===== src/rtl/ipe_pkg.sv =====
package ipe_pkg;

  typedef enum logic { TRIG_EDGE = 1'b0, TRIG_LEVEL = 1'b1 } trig_e;

  localparam logic DMODE_PHYS = 1'b0;

  // corrected request level of a pin
  function automatic logic eff_level(input logic raw, input logic pol);
    return raw ^ pol;
  endfunction

  // index of the least significant set bit, 0 when none
  function automatic int unsigned first_set(input logic [63:0] v);
    int unsigned r;
    r = 0;
    for (int i = 63; i >= 0; i--) begin
      if (v[i]) r = i;
    end
    return r;
  endfunction

endpackage


===== src/rtl/ipe_pin_cell.sv =====
module ipe_pin_cell
  import ipe_pkg::*;
(
  input  logic clk,
  input  logic rst_n,
  input  logic raw_i,
  input  logic pol_i,
  input  logic mask_i,
  input  logic trig_i,
  input  logic load_i,
  input  logic eoi_hit_i,
  input  logic eoi_lvl_i,
  output logic pend_o,
  output logic rirr_o,
  output logic coal_o
);
  logic irr_q, pend_q, rirr_q;
  logic eff, rise, lvl_req, edge_req, eoi_clr, eoi_req;

  always_comb begin
    eff      = eff_level(raw_i, pol_i);
    rise     = eff & ~irr_q;
    eoi_clr  = eoi_hit_i & eoi_lvl_i;
    lvl_req  = (trig_i == TRIG_LEVEL) & eff & ~rirr_q & ~pend_q & ~mask_i;
    edge_req = (trig_i == TRIG_EDGE) & rise & ~pend_q & ~mask_i;
    eoi_req  = eoi_clr & (trig_i == TRIG_LEVEL) & ~mask_i & irr_q & ~pend_q;
    coal_o   = rise & ((trig_i == TRIG_LEVEL) ? (rirr_q | pend_q) : pend_q);
  end

  always_ff @(posedge clk or negedge rst_n) begin
    if (!rst_n) begin
      irr_q  <= 1'b0;
      pend_q <= 1'b0;
      rirr_q <= 1'b0;
    end else begin
      irr_q  <= eff;
      pend_q <= (pend_q & ~load_i) | lvl_req | edge_req | eoi_req;
      if (load_i && trig_i == TRIG_LEVEL) rirr_q <= 1'b1;
      else if (eoi_clr)                   rirr_q <= 1'b0;
    end
  end

  assign pend_o = pend_q;
  assign rirr_o = rirr_q;
endmodule


===== src/rtl/ipe_eoi_scan.sv =====
module ipe_eoi_scan #(
  parameter int NPINS = 24,
  parameter int VEC_W = 8,
  localparam int IDX_W = $clog2(NPINS)
) (
  input  logic                   clk,
  input  logic                   rst_n,
  input  logic                   eoi_valid_i,
  input  logic [VEC_W-1:0]       eoi_vector_i,
  input  logic                   eoi_level_i,
  input  logic [NPINS*VEC_W-1:0] ent_vec_i,
  output logic                   busy_o,
  output logic [IDX_W-1:0]       idx_o,
  output logic                   lvl_o,
  output logic                   ack_o,
  output logic [NPINS-1:0]       hit_o
);
  logic             busy_q, lvl_q;
  logic [IDX_W-1:0] idx_q;
  logic [VEC_W-1:0] vec_q;
  logic             match;

  always_ff @(posedge clk or negedge rst_n) begin
    if (!rst_n) begin
      busy_q <= 1'b0;
      lvl_q  <= 1'b0;
      idx_q  <= '0;
      vec_q  <= '0;
    end else if (!busy_q) begin
      if (eoi_valid_i) begin
        busy_q <= 1'b1;
        idx_q  <= '0;
        vec_q  <= eoi_vector_i;
        lvl_q  <= eoi_level_i;
      end
    end else if (idx_q == IDX_W'(NPINS - 1)) begin
      busy_q <= 1'b0;
    end else begin
      idx_q <= idx_q + 1'b1;
    end
  end

  always_comb begin
    match = busy_q && (ent_vec_i[idx_q*VEC_W +: VEC_W] == vec_q);
    hit_o = '0;
    if (match) hit_o[idx_q] = 1'b1;
  end

  assign busy_o = busy_q;
  assign idx_o  = idx_q;
  assign lvl_o  = lvl_q;
  assign ack_o  = match;
endmodule


===== src/rtl/ipe_msg_out.sv =====
module ipe_msg_out
  import ipe_pkg::*;
#(
  parameter int NPINS  = 24,
  parameter int VEC_W  = 8,
  parameter int DEST_W = 8,
  parameter int DLV_W  = 3,
  parameter logic [DEST_W-1:0] BOOT_ID = '0,
  localparam int IDX_W = $clog2(NPINS)
) (
  input  logic                    clk,
  input  logic                    rst_n,
  input  logic [NPINS-1:0]        elig_i,
  input  logic [NPINS*VEC_W-1:0]  ent_vec_i,
  input  logic [NPINS*DEST_W-1:0] ent_dest_i,
  input  logic [NPINS*DLV_W-1:0]  ent_dlv_i,
  input  logic [NPINS-1:0]        ent_dmode_i,
  input  logic [NPINS-1:0]        ent_trig_i,
  input  logic                    ready_i,
  output logic                    valid_o,
  output logic [VEC_W-1:0]        vec_o,
  output logic [DEST_W-1:0]       dest_o,
  output logic                    dmode_o,
  output logic                    trig_o,
  output logic [DLV_W-1:0]        dlv_o,
  output logic [NPINS-1:0]        load_o
);
  logic             free, take;
  logic [IDX_W-1:0] sel;

  always_comb begin
    free   = ~valid_o | ready_i;
    take   = free & (|elig_i);
    sel    = IDX_W'(first_set(64'(elig_i)));
    load_o = '0;
    if (take) load_o[sel] = 1'b1;
  end

  always_ff @(posedge clk or negedge rst_n) begin
    if (!rst_n) begin
      valid_o <= 1'b0;
      vec_o   <= '0;
      dest_o  <= '0;
      dmode_o <= 1'b0;
      trig_o  <= 1'b0;
      dlv_o   <= '0;
    end else if (take) begin
      valid_o <= 1'b1;
      vec_o   <= ent_vec_i[sel*VEC_W +: VEC_W];
      dlv_o   <= ent_dlv_i[sel*DLV_W +: DLV_W];
      trig_o  <= ent_trig_i[sel];
      if (sel == '0) begin
        dest_o  <= BOOT_ID;
        dmode_o <= DMODE_PHYS;
      end else begin
        dest_o  <= ent_dest_i[sel*DEST_W +: DEST_W];
        dmode_o <= ent_dmode_i[sel];
      end
    end else if (ready_i) begin
      valid_o <= 1'b0;
    end
  end
endmodule


===== src/rtl/irq_pin_engine.sv =====
module irq_pin_engine #(
  parameter int NPINS  = 24,
  parameter int VEC_W  = 8,
  parameter int DEST_W = 8,
  parameter int DLV_W  = 3,
  parameter logic [DEST_W-1:0] BOOT_ID = '0
) (
  input  logic                       clk,
  input  logic                       rst_n,
  input  logic [NPINS-1:0]           pin_raw_i,
  input  logic [NPINS-1:0]           ent_pol_i,
  input  logic [NPINS-1:0]           ent_mask_i,
  input  logic [NPINS-1:0]           ent_trig_i,
  input  logic [NPINS-1:0]           ent_dmode_i,
  input  logic [NPINS*VEC_W-1:0]     ent_vec_i,
  input  logic [NPINS*DEST_W-1:0]    ent_dest_i,
  input  logic [NPINS*DLV_W-1:0]     ent_dlv_i,
  input  logic                       eoi_valid_i,
  input  logic [VEC_W-1:0]           eoi_vector_i,
  input  logic                       eoi_level_i,
  output logic                       eoi_busy_o,
  output logic                       ack_valid_o,
  output logic [$clog2(NPINS)-1:0]   ack_pin_o,
  output logic                       msg_valid_o,
  input  logic                       msg_ready_i,
  output logic [DEST_W-1:0]          msg_dest_o,
  output logic [VEC_W-1:0]           msg_vector_o,
  output logic                       msg_dmode_o,
  output logic                       msg_trig_o,
  output logic [DLV_W-1:0]           msg_dlv_o,
  output logic                       msg_level_o,
  output logic [NPINS-1:0]           coal_o
);
  localparam int IDX_W = $clog2(NPINS);

  // named internal events, observed by the bound checker
  logic [NPINS-1:0] pend, rirr, elig, load_vec, eoi_hit;
  logic [IDX_W-1:0] scan_idx;
  logic             eoi_lvl;

  assign elig = pend & ~ent_mask_i;

  for (genvar p = 0; p < NPINS; p++) begin : g_pin
    ipe_pin_cell u_cell (
      .clk       (clk),
      .rst_n     (rst_n),
      .raw_i     (pin_raw_i[p]),
      .pol_i     (ent_pol_i[p]),
      .mask_i    (ent_mask_i[p]),
      .trig_i    (ent_trig_i[p]),
      .load_i    (load_vec[p]),
      .eoi_hit_i (eoi_hit[p]),
      .eoi_lvl_i (eoi_lvl),
      .pend_o    (pend[p]),
      .rirr_o    (rirr[p]),
      .coal_o    (coal_o[p])
    );
  end

  ipe_eoi_scan #(.NPINS(NPINS), .VEC_W(VEC_W)) u_scan (
    .clk          (clk),
    .rst_n        (rst_n),
    .eoi_valid_i  (eoi_valid_i),
    .eoi_vector_i (eoi_vector_i),
    .eoi_level_i  (eoi_level_i),
    .ent_vec_i    (ent_vec_i),
    .busy_o       (eoi_busy_o),
    .idx_o        (scan_idx),
    .lvl_o        (eoi_lvl),
    .ack_o        (ack_valid_o),
    .hit_o        (eoi_hit)
  );
  assign ack_pin_o = scan_idx;

  ipe_msg_out #(
    .NPINS(NPINS), .VEC_W(VEC_W), .DEST_W(DEST_W), .DLV_W(DLV_W), .BOOT_ID(BOOT_ID)
  ) u_out (
    .clk         (clk),
    .rst_n       (rst_n),
    .elig_i      (elig),
    .ent_vec_i   (ent_vec_i),
    .ent_dest_i  (ent_dest_i),
    .ent_dlv_i   (ent_dlv_i),
    .ent_dmode_i (ent_dmode_i),
    .ent_trig_i  (ent_trig_i),
    .ready_i     (msg_ready_i),
    .valid_o     (msg_valid_o),
    .vec_o       (msg_vector_o),
    .dest_o      (msg_dest_o),
    .dmode_o     (msg_dmode_o),
    .trig_o      (msg_trig_o),
    .dlv_o       (msg_dlv_o),
    .load_o      (load_vec)
  );

  assign msg_level_o = msg_valid_o;
endmodule


===== config.mk =====
export PLATFORM = sky130hd
export DESIGN_NAME = irq_pin_engine
export DESIGN_NICKNAME = d
export VERILOG_FILES = /design/src/rtl/ipe_pkg.sv /design/src/rtl/ipe_pin_cell.sv /design/src/rtl/ipe_eoi_scan.sv /design/src/rtl/ipe_msg_out.sv /design/src/rtl/irq_pin_engine.sv
export SDC_FILE = /design/constraint.sdc
export NUM_CORES = 1
export LEC_CHECK = 0
export CAP_MARGIN = 0
export CELL_PAD_IN_SITES_DETAIL_PLACEMENT = 1
export CELL_PAD_IN_SITES_GLOBAL_PLACEMENT = 1
export CORE_AREA = 8 8 245 247
export CTS_CLUSTER_SIZE = 14
export DETAILED_ROUTE_END_ITERATION = 10
export DIE_AREA = 0 0 253 255
export GPL_ROUTABILITY_DRIVEN = 0
export GPL_TIMING_DRIVEN = 0
export PLACE_DENSITY_LB_ADDON = 0.1
export SETUP_SLACK_MARGIN = 0.05
export SLEW_MARGIN = 15
export SYNTH_ARGS = -nofsm -noshare
export SYNTH_HDL_FRONTEND = slang
export SYNTH_SLANG_ARGS = --single-unit
export TNS_END_PERCENT = 30

===== constraint.sdc =====
create_clock -name clk -period 6.2 [get_ports clk]
set_clock_uncertainty 0.05 [all_clocks]
set_input_delay 0.93 -clock clk [delete_from_list [all_inputs] [get_ports clk]]
set_output_delay 0.93 -clock clk [all_outputs]
set_load 0.05 [all_outputs]

# [Yosys cells after proc, flatten, opt, wreduce, memory -nomap -nowiden]
# Index checks and enable logic that the tools add are counted.
[totals] reg_bits=109 latch_bits=0 memories=0 ram_bits=0 mem_bits_ro=0 input_bits=589 output_inout_bits=54
[op_classes] n_mux=116 n_eq_ne=3 add_sub_neg=1 div=0 multipliers=1 n_bitwise=630 n_shift=4 order_cmp=4 n_reduce_logical=57
[op_table] cell="variable part select 192 x 9 -> 8 bit" count=3
[op_table] cell="AND 1 bit" count=361
[op_table] cell="NOT 1 bit" count=146
[op_table] cell="2-to-1 mux 5 bit" count=27
[op_table] cell="OR 1 bit" count=97
[op_table] cell="2-to-1 mux 1 bit" count=82
[op_table] cell="variable part select 72 x 8 -> 3 bit" count=1
[op_table] cell="nonzero test 2 bit" count=26
[op_table] cell="2-to-1 mux 24 bit" count=2
[op_table] cell="logical AND 1 bit" count=27
[op_table] cell="AND 24 bit" count=1
[op_table] cell="NOT 24 bit" count=1
[op_table] cell="OR reduction 24 bit" count=1
[op_table] cell="XOR 1 bit" count=24
[op_table] cell="less-than comparator 5 x 6 -> 1 bit (second input constant)" count=2
[op_table] cell="binary-select mux 1 bit (select 5 bit)" count=2
[op_table] cell="demux 1 bit (select 5 bit)" count=2
[op_table] cell="greater-or-equal comparator 5 x 1 -> 1 bit (second input constant)" count=2
[op_table] cell="== test 8 bit" count=1
[op_table] cell="2-to-1 mux 8 bit" count=1
[op_table] cell="multiplier 5 x 2 -> 7 bit (second input constant)" count=1
[op_table] cell="adder 5 x 1 -> 5 bit (second input constant)" count=1
[op_table] cell="== test 5 bit (second input constant)" count=1
[op_table] cell="zero test 5 bit" count=1
[op_table] cell="2 further kinds" count=3

# [Depth between registers and ports, before layout]
[logic_depth] depth_word=36 ltp_mapped=14 ltp_nobuf=9

# [By module]
# From an unflattened synthesis, not the netlist that was laid out.
[unflattened] cells_unflattened=1626 hier_area_um2=13092.6
[by_module_without_submodules] mod="ipe_msg_out" seq_area_each_um2=550.5 instances=1 cells_each=870 area_each_um2=5759.3
[by_module_without_submodules] mod="ipe_pin_cell" seq_area_each_um2=75.1 instances=24 cells_each=17 area_each_um2=171.4
[by_module_without_submodules] mod="ipe_eoi_scan" seq_area_each_um2=375.4 instances=1 cells_each=323 area_each_um2=2881.5
[by_module_without_submodules] mod="irq_pin_engine" seq_area_each_um2=0.0 instances=1 cells_each=25 area_each_um2=337.8

# [Worst setup path before layout]
# No wires, ideal clock.
[synth_timing] kind="input-to-output" start="in ent_vec_i[95]" end="out ack_valid_o" stages=6 t_arrival_ns=3.066 n_path_buf=0 slack_ns=2.154 cell_sequence="mux4_2 > nor3b_1 > or3_1 > or4_1 > a2111oi_2 > and4_4"
[synth_via] elab_chain_cells=3
[synth_rtl] item="start: declaration" line="irq_pin_engine.sv:15" text="input logic [NPINS*VEC_W-1:0] ent_vec_i,"
[synth_rtl] item="variable part select 192 x 9 -> 8 bit" line="ipe_eoi_scan.sv:44" text="match = busy_q && (ent_vec_i[idx_q*VEC_W +: VEC_W] == vec_q);"
[synth_rtl] item="== test 8 bit" line="ipe_eoi_scan.sv:44"
[synth_rtl] item="logical AND 1 bit" line="ipe_eoi_scan.sv:44"
[synth_rtl] item="end: declaration" line="irq_pin_engine.sv:22" text="output logic ack_valid_o,"
# Every way passes these cells.

# [Worst setup path in the final report]
[layout_timing] start="reg u_scan.idx_q[1], in the netlist u_scan.idx_o[1]" end="out ack_valid_o"
[layout_via] elab_chain_cells=3
[layout_rtl] item="start: declaration" line="ipe_eoi_scan.sv:19" text="logic [IDX_W-1:0] idx_q;"
[layout_rtl] item="start signal: assignment" line="ipe_eoi_scan.sv:39" text="idx_q <= idx_q + 1'b1;"
[layout_rtl] item="variable part select 192 x 9 -> 8 bit" line="ipe_eoi_scan.sv:44"
[layout_rtl] item="== test 8 bit" line="ipe_eoi_scan.sv:44"
[layout_rtl] item="logical AND 1 bit" line="ipe_eoi_scan.sv:44"
# Every way passes these cells.

==> results <==
==> flip-flops by register name, summed over array words and instances (netlist names), 3 cells and up <==
| signal | flops |
|---|---|
| g_pin.u_cell.irr_q | 24 |
| g_pin.u_cell.pend_o | 24 |
| u_scan.idx_o | 5 |
| u_out.dlv_o | 3 |
| u_out.vec_o | 8 |
| g_pin.u_cell.rirr_o | 24 |
| u_out.dest_o | 8 |
| u_scan.vec_q | 8 |
==> metrics by stage <==
step	TNS, ns	hold slack (ns)
after global routing	0	0.457
after global placement	-121.39	0.435
after CTS	0	0.437
final	0	0.437
after floorplan	0	0.438
after detailed placement	0	0.429
==> layer usage <==
| layer | up-vias | GRT usage | share of wire |
|---|---|---|---|
| met5 | - | 0 | 0.0013 |
| met4 | 20 | 0.0929 | 0.029 |
| met3 | 127 | 0.0717 | 0.065 |
| met2 | 730 | 0.526 | 0.50 |
| met1 | 8331 | 0.358 | 0.41 |
| li1 | 7104 | - | - |
==> critical path, stage by stage (launching register included) <==
cell,delay (ns)
dfrtp_1,0.62
buf_6,0.26
buf_2,0.37
buf_4,0.36
buf_2,0.42
mux2i_1,0.23
o22ai_1,0.11
a211oi_1,0.32
a31oi_1,0.15
nor4b_1,0.33
and4_4,0.32
clkdlybuf4s50_1,0.88
==> power groups by stage <==
stage	Combinational, uW	Clock, uW	Sequential (uW)
after floorplan	3260	0	1410
after detailed placement	6570	0	1200
after CTS	6580	713	1190
after global routing	6930	726	1220
after global placement	6480	0	1180
final	6660	695	1190
==> final cells by class <==
type	count	area, um^2
Fill cell	6705	36600
Multi-Input combinational cell	1237	8130
Timing Repair Buffer	638	6400
Sequential cell	109	2730
Tap cell	756	946
Buffer	132	659
Clock buffer	9	225
Inverter	41	154
Clock inverter	7	90.1
Antenna cell	12	30.0
==> kinds of logic (layout without fill, tap and decap cells) <==
logic type / after synthesis / count (layout) / share of synthesized area
AOI/OAI and AO/OA: 514 / 514 / 0.301
and+or+nand+nor: 544 / 544 / 0.216
muxes: 150 / 150 / 0.156
buffers and inverters: 173 / 827 / 0.0698
adders and majority gates: 4 / 4 / 0.00430
DFF: 109 / 109 / 0.234
xor gates and xnor gates: 25 / 25 / 0.0188
other: 0 / 12 / 0
==> worst max path at each step <==
stage	startpoint	end	slack, ns
after CTS	u_scan.idx_o[1]$_DFFE_PN0P_	ack_valid_o	0.41
final	u_scan.idx_o[1]$_DFFE_PN0P_	ack_valid_o	0.41
after global placement	rst_n	u_out.vec_o[7]$_DFFE_PN0P_	-1.14
after global routing	u_scan.idx_o[1]$_DFFE_PN0P_	ack_valid_o	0.26
after detailed placement	ent_mask_i[20]	u_out.dest_o[6]$_DFFE_PN0P_	0.06
after floorplan	ent_vec_i[95]	ack_valid_o	2.15
==> placed cells by master, fill, tap and decap left out, drive strengths merged, types with 19 or more instances in the layout <==
master	instances
o221ai	33
nand3	63
mux2i	116
nand2b	28
clkbuf	82
nor2	142
nor2b	19
mux4	24
buf	63
a22oi	26
a31oi	36
o21ai	114
a221oi	26
xor2	24
clkdlybuf4s50	633
nand2	196
a2111oi	25
a21oi	94
dfrtp	109
inv	43
o22ai	31
nor3	25
a32oi	19
==> results.toml <==
[floorplanning]
row_count = 87
die_y_um = 255
io_pins = 643
die-width_um = 253
core_um2 = 56000
initial_core_util = 0.208
dieArea_um2 = 64500

[synth]
async_flop_share = 1.00
syn_avg_cell_area_um2 = 7.67
yosysTopAreaCell = "dfrtp_1"
yosys.area.top_type_share = 0.234
syn_inst = 1519
synth-edff-count = 0
syn_nets = 2112
synth-main-ff-cell = "dfrtp_1"
ys_seq_area_frac = 0.234
ys_ff_latch = 109
ys_types = 77
yosys-top-cells-area = "dfrtp_1, mux2i_1, nand2_1, mux4_2, nor2_1"
ys_top_cells_by_count = "nand2_1, nor2_1, mux2i_1, dfrtp_1, o21ai_0"
synth.most_common_cell = "nand2_1"
syn_area_um2 = 11600
yosys_warnings = 0

[timing]
worst_pin_slew_ns = 1.27
fin_crit_sh = 0.933
finalSetupViolations = 0
fin_crit_ns = 5.79
max-slew-margin-rel = 0.152
worst_slack_ns = 0.415
drv_slew = 0
rsz0062_at_grt = "false"
hold_viol_final = 0
max_freq_ghz = 0.173

[critical_path]
timing.rr.start = "g_pin[8].u_cell.pend_o$_DFF_PN0_"
crit_path_max_fanout = 10
cp_data_arrival_time_ns = 4.81
setup.worst_path.class = "reg2out"
crit_path_start_kind = "register"
rrSetupSlack_ns = 1.02
end_kind = "output pin"
worst_r2r_path_depth = 10
r2r-end = "u_out.dest_o[6]$_DFFE_PN0P_"
crit_required_ns = 5.22

[clock_tree]
clock_latency_ns = 0.41
numClockSinks = 109
cts_inserted_buffers = 9
clkTransAtPathRegs_ns = 0.09
htreeDepth = 3
cts_hold_buf = 0
cts_tree = "built"
post_cts_buffers = 0
clockRootBuffer = "clkbuf_16"
cts_buffer_depth = 2
cts_resized = 0

[detailed_routing]
drt_iter0_drc = 1243
drcViolationCount = 0
via_per_inst = 5.55
ant_nets = 0
finalWirelength_um = 101000
dr_total_vias = 16300
wire_per_inst_um = 34.3
drt_first_pass_iters = 5

[flow_run]
cap_violations = 0

[pwr]
clkPwrFrac = 0.081
comb_power_share = 0.779
switching_share = 0.602
max-vdd-ir-drop_v = 0.000188
power_frac_seq = 0.140
p_total_uw = 8550
switchingPower_uw = 5140
leakagePower_uw = 0.00729
internal-power_uw = 3410
cellPowerDensity_nw_per_um2 = 442

[global_routing]
grt_pass1_wl_um = 137000
overflow = 0
grt_max_degree = 66
grtUsageTotal = 0.299
antenna_found_initial = 23
grt_pass1_vias = 17500

[place]
place_ws_ns = 0.0561
io_buffers = 634
dp_hpwl_um = 83700
place_area_um2 = 19000
place.detailed.instances = 2913

[layout]
post-route-util = 0.346
area_growth_pct = 66.2
stdcell_count = 2941
final_area_um2 = 19400
drive_above_1_share = 0.0566
finalNetCount = 2761

[hold_path]
hp-class = "in2async"

[status]
status = "complete, no violations"
Note: power is estimated with default switching activity, not from simulation.
